===== config.mk =====
export PLATFORM = sky130hd
export DESIGN_NAME = ctl_serial_port
export DESIGN_NICKNAME = d
export VERILOG_FILES = /design/src/rtl/ctl_port_pkg.sv /design/src/rtl/ctl_bitclk.sv /design/src/rtl/ctl_deframer.sv /design/src/rtl/ctl_regbank.sv /design/src/rtl/ctl_frame_echo.sv /design/src/rtl/ctl_serial_port.sv
export SDC_FILE = /design/constraint.sdc
export NUM_CORES = 1
export LEC_CHECK = 0
export BUFFER_PORTS_ARGS = -buffer_cell sky130_fd_sc_hd__clkbuf_2
export CAP_MARGIN = 30
export CORE_ASPECT_RATIO = 1.4
export CORE_UTILIZATION = 50
export DETAILED_ROUTE_END_ITERATION = 7
export PLACE_DENSITY = 0.84
export SYNTH_ARGS = -nofsm -noshare
export SYNTH_HDL_FRONTEND = slang
export SYNTH_HIERARCHICAL = 1
export SYNTH_SLANG_ARGS = --single-unit

===== constraint.sdc =====
create_clock -name clk -period 3.25 [get_ports clk]
set_input_delay 0.325 -clock clk [delete_from_list [all_inputs] [get_ports clk]]
set_output_delay 0.325 -clock clk [all_outputs]
set_load 0.01 [all_outputs]

===== src/rtl/ctl_port_pkg.sv =====
package ctl_port_pkg;

    localparam int VAL_W   = 10;
    localparam int ADR_W   = 4;
    localparam int SEL_W   = 2;
    localparam int WORD_W  = VAL_W + ADR_W + SEL_W;
    localparam int CNT_W   = $clog2(WORD_W);
    localparam logic [SEL_W-1:0] SEL_BANK = '0;

    typedef struct packed {
        logic [VAL_W-1:0] value;
        logic [ADR_W-1:0] addr;
        logic [SEL_W-1:0] sel;
    } ctl_word_t;

    typedef enum logic {
        RX_IDLE  = 1'b0,
        RX_SHIFT = 1'b1
    } rx_state_t;

    function automatic logic word_hits(input ctl_word_t w, input int n_regs);
        return (w.sel == SEL_BANK) && (int'(w.addr) < n_regs);
    endfunction

endpackage


===== src/rtl/ctl_bitclk.sv =====
module ctl_bitclk (
    input  logic clk,
    input  logic rst,
    output logic bit_clk,
    output logic smp_en
);
    logic phase_q;

    always_ff @(posedge clk) begin
        if (rst) phase_q <= 1'b0;
        else     phase_q <= ~phase_q;
    end

    // the edge that lifts the bit clock is the capture edge
    assign smp_en  = ~phase_q & ~rst;
    assign bit_clk = phase_q;
endmodule


===== src/rtl/ctl_deframer.sv =====
module ctl_deframer
    import ctl_port_pkg::*;
(
    input  logic      clk,
    input  logic      rst,
    input  logic      smp_en,
    input  logic      start_ok,
    input  logic      din,
    output logic      word_vld,
    output ctl_word_t word
);
    localparam logic [CNT_W-1:0] LAST_BIT = CNT_W'(WORD_W - 1);

    rx_state_t         st_q;
    logic [CNT_W-1:0]  cnt_q;
    logic [WORD_W-1:0] sh_q;
    logic              vld_q;

    always_ff @(posedge clk) begin
        if (rst) begin
            st_q  <= RX_IDLE;
            cnt_q <= '0;
            sh_q  <= '0;
            vld_q <= 1'b0;
        end else begin
            vld_q <= 1'b0;
            if (smp_en) begin
                if (start_ok) begin
                    sh_q  <= {sh_q[WORD_W-2:0], din};
                    cnt_q <= CNT_W'(1);
                    st_q  <= RX_SHIFT;
                end else if (st_q == RX_SHIFT) begin
                    sh_q <= {sh_q[WORD_W-2:0], din};
                    if (cnt_q == LAST_BIT) begin
                        vld_q <= 1'b1;
                        cnt_q <= '0;
                        st_q  <= RX_IDLE;
                    end else begin
                        cnt_q <= cnt_q + CNT_W'(1);
                    end
                end
            end
        end
    end

    assign word_vld = vld_q;
    assign word     = ctl_word_t'(sh_q);
endmodule


===== src/rtl/ctl_regbank.sv =====
module ctl_regbank
    import ctl_port_pkg::*;
#(
    parameter int NUM_REGS = 4
) (
    input  logic                           clk,
    input  logic                           rst,
    input  logic                           word_vld,
    input  ctl_word_t                      word,
    output logic [NUM_REGS-1:0][VAL_W-1:0] regs,
    output logic                           wr_stb
);
    logic hit;
    assign hit = word_vld && word_hits(word, NUM_REGS);

    for (genvar i = 0; i < NUM_REGS; i++) begin : g_reg
        always_ff @(posedge clk) begin
            if (rst)
                regs[i] <= '0;
            else if (hit && (int'(word.addr) == i))
                regs[i] <= word.value;
        end
    end

    always_ff @(posedge clk) begin
        if (rst) wr_stb <= 1'b0;
        else     wr_stb <= hit;
    end
endmodule


===== src/rtl/ctl_frame_echo.sv =====
module ctl_frame_echo (
    input  logic clk,
    input  logic rst,
    input  logic smp_en,
    input  logic frame_in,
    input  logic mode_in,
    output logic echo,
    output logic echo_oe
);
    logic fr_q;

    always_ff @(posedge clk) begin
        if (rst)         fr_q <= 1'b0;
        else if (smp_en) fr_q <= frame_in;
    end

    assign echo_oe = mode_in;
    assign echo    = fr_q & mode_in;
endmodule


===== src/rtl/ctl_serial_port.sv =====
module ctl_serial_port
    import ctl_port_pkg::*;
#(
    parameter int NUM_REGS = 4,
    parameter int PWR_BASE = 14,
    parameter int PWR_N    = 4
) (
    input  logic                      clk,
    input  logic                      rst,
    input  logic                      mode_in,
    input  logic                      frame_in,
    input  logic                      data_in,
    output logic                      bit_clk,
    output logic                      frame_out,
    output logic                      frame_oe,
    output logic                      wr_stb,
    output logic [NUM_REGS*VAL_W-1:0] regs_flat,
    output logic [PWR_N-1:0]          sect_en
);
    logic                           smp_en;
    logic                           word_vld;
    ctl_word_t                      word;
    logic [NUM_REGS-1:0][VAL_W-1:0] regs;

    ctl_bitclk u_bclk (
        .clk     (clk),
        .rst     (rst),
        .bit_clk (bit_clk),
        .smp_en  (smp_en)
    );

    ctl_deframer u_defr (
        .clk      (clk),
        .rst      (rst),
        .smp_en   (smp_en),
        .start_ok (frame_in & mode_in),
        .din      (data_in),
        .word_vld (word_vld),
        .word     (word)
    );

    ctl_regbank #(.NUM_REGS(NUM_REGS)) u_bank (
        .clk      (clk),
        .rst      (rst),
        .word_vld (word_vld),
        .word     (word),
        .regs     (regs),
        .wr_stb   (wr_stb)
    );

    ctl_frame_echo u_echo (
        .clk      (clk),
        .rst      (rst),
        .smp_en   (smp_en),
        .frame_in (frame_in),
        .mode_in  (mode_in),
        .echo     (frame_out),
        .echo_oe  (frame_oe)
    );

    assign regs_flat = regs;

    // control bit n lives in register n / VAL_W, bit n % VAL_W
    for (genvar k = 0; k < PWR_N; k++) begin : g_pwr
        localparam int CB = PWR_BASE + k;
        assign sect_en[k] = regs[CB / VAL_W][CB % VAL_W];
    end
endmodule


==> qor.txt <==
Status: complete, no violations
Grt total ovfl: 0
Critical Path RT: 3.49 ns
First-iteration detailed-routing DRC count: 161
Max cap viols: 0
Total die area: 5590 sq um
FP Rows: 31
Final setup viols: 0
CTS max path bufs: 2
Placed cell area: 2870 sq um
Initial antenna violation count: 0
Hold Crit Class: in -> reg
Routed via count: 2011
Vias per cell: 5.14
Yosys top cell by area: dfxtp_1
Worst Tran Pin Value: 0.734 ns
Fillers: 428
Power Dens Cells: 515 nW/um^2
Mapped Avg Cell Area: 9.55 sq um
Final hold vios: 0
Starting Density: 51.7%
I/O Buffers: 52
Seq/Total Area, Yosys: 49.2%
Area of the multi-input gates: 1210 sq um
Pin count of the biggest net entering global routing: 47
Worst Setup End Kind: flop
Hold-fix buffers, CTS: 0
Seq cells post-synth: 65
Drt drc: 0
Placed insts: 375
Drt pass-1 iters: 5
Post-synth ARST share: 0%
GPL Wtd Cong: 0.761
Chip Height: 88.1 um
DR WL/cell: 13.4 um
Core ar.: 5120 sq um
Total CTS buffers: 9
Max rail drop VDD: 317 uV
Clock transition at path regs: 0.07 ns
Max-slew violations: 0
RSZ-0062 raised after global routing: no
Most instantiated cells after synthesis: dfxtp_1, nand2b_1, nand2_1, mux2i_1, o21ai_0
Final Cell Area: 3090 sq um
Fin crit period: 1.71 ns
Yosys warns: 6
Total track usage: 20.2%
Total Neg Setup Slack: 0 ns
Yosys cell types: 32
# diodes: 0
Layout Cells excl Fill: 391
Cells after synthesis: 277
H-tree levels: 3
Dpl hpwl: 3580 um
Post-Syn Nets: 283
Area delta synth->final: 16.8%
Leakage power total: 1.38 nW
Post-cts sizing count: 0
Arrival time at the worst endpoint: 1.95 ns
First-pass GRT wire length: 8560 um
Synth top area share: 49.2%
Relative slew slack: 51.1%
R2R setup slack: 1.54 ns
Top FF cell, synth: dfxtp_1
Die width: 63.5 um
Post-synth EDFFs: 0
CTS tree: yes
Clk_lat worst skew: 0.33 ns
Count leader, synth: dfxtp_1
Nets: 326
Fmax: 585 MHz
Share of layout cells above drive strength 1: 24.6%
Root buffer cell: clkbuf_8
Critical path type: reg -> reg
Cell area after synthesis: 2650 sq um
Period utilization: 52.6%
Io pins: 53
Post-DRT Antenna Nets: 0
Largest cells by area after synthesis: dfxtp_1, mux2i_1, nand2b_1
Final WL: 5230 um
CP max FO: 10
Critical Path Source Type: flop
Fin Clk Skew: 0.00844 ns
Post-CTS setup buffer count: 0
Vias in the first global route: 1896
Clock sink count: 65
Sequential cell area: 1300 sq um
[metrics by stage]
stage               hold slack, ns  util (%)  total power [mW]  setup slack [ns]
floorplan                    0.392         -             0.857              1.89
global placement             0.439      56.1             0.865              1.25
detailed placement           0.435      56.1             0.866              1.23
CTS                          0.213      60.4              1.61              1.55
global route                 0.219      60.4              1.65              1.35
finish                       0.223      60.4              1.59              1.54
[metal layers]
metal	vias up	track usage, %	share of wire (%)
li1	1008	-	-
met1	923	22.5	43
met2	72	34.7	50
met3	8	6.38	5.4
met4	0	9.92	1.4
met5	-	0	0
[registers in the layout (all words and copies together) (netlist names)]
name and count:
u_echo/fr_q 1, u_defr/st_q 1, u_defr/word 16, u_defr/cnt_q 4, u_bank/regs 40, u_bank/wr_stb 1, u_bclk/bit_clk 1, u_defr/word_vld 1
[final cells by class]
class / count / share of cell area (%)
sequential: 65 / 42.1
clock inverter: 5 / 2.55
inverter: 2 / 0.243
tap: 66 / 2.67
clock buffer: 11 / 4.57
multi-input combinational: 189 / 39.2
timing repair buffer: 53 / 8.66
[critical path, stage by stage (launching register included)]
cell and delay, ns:
dfxtp_1 0.34, nor3b_2 0.29, nand4_1 0.63, mux2i_1 0.37
[path summary, 6_finish.rpt]
kind / cells past startpoint / end / startpoint
worst max-delay path: 3 / u_bank/regs[39] / u_defr/word[5]
worst min-delay path: 3 / u_defr/word[0] / data_in
worst max register to register: 3 / u_bank/regs[39] / u_defr/word[5]
worst min register to register: 1 / u_bclk/bit_clk / u_bclk/bit_clk
[report_power, final]
part	internal (mW)	switching, mW
registers	0.800	0.00322
logic	0.0167	0.0285
clock network	0.452	0.293
total	1.27	0.324
[cell families (layout without fill, tap and decap cells)]
| group | count (synthesis) | count (layout) | share of synthesized area [%] |
|---|---|---|---|
| buf+inv | 23 | 71 | 5.01 |
| fa+ha+maj | 1 | 1 | 0.473 |
| mux | 31 | 31 | 11.7 |
| flops | 65 | 65 | 49.2 |
| simple gates | 111 | 111 | 22.8 |
| compound gates | 46 | 46 | 10.7 |
[placed cells by master, fill, tap and decap left out, types with 2 or more instances in the layout]
cell        n
dfxtp_1    65
clkbuf_2   52
nand2b_1   40
nand2_1    37
mux2i_1    31
o21ai_0    12
nor2b_1    11
clkbuf_8   10
o21ai_1    10
a21oi_2     9
a21oi_1     9
nor2_1      8
nand3_1     4
and2_1      2
bufinv_16   2
clkinv_2    2
inv_1       2
a32o_1      2
Note: power is estimated with default switching activity, not from simulation.
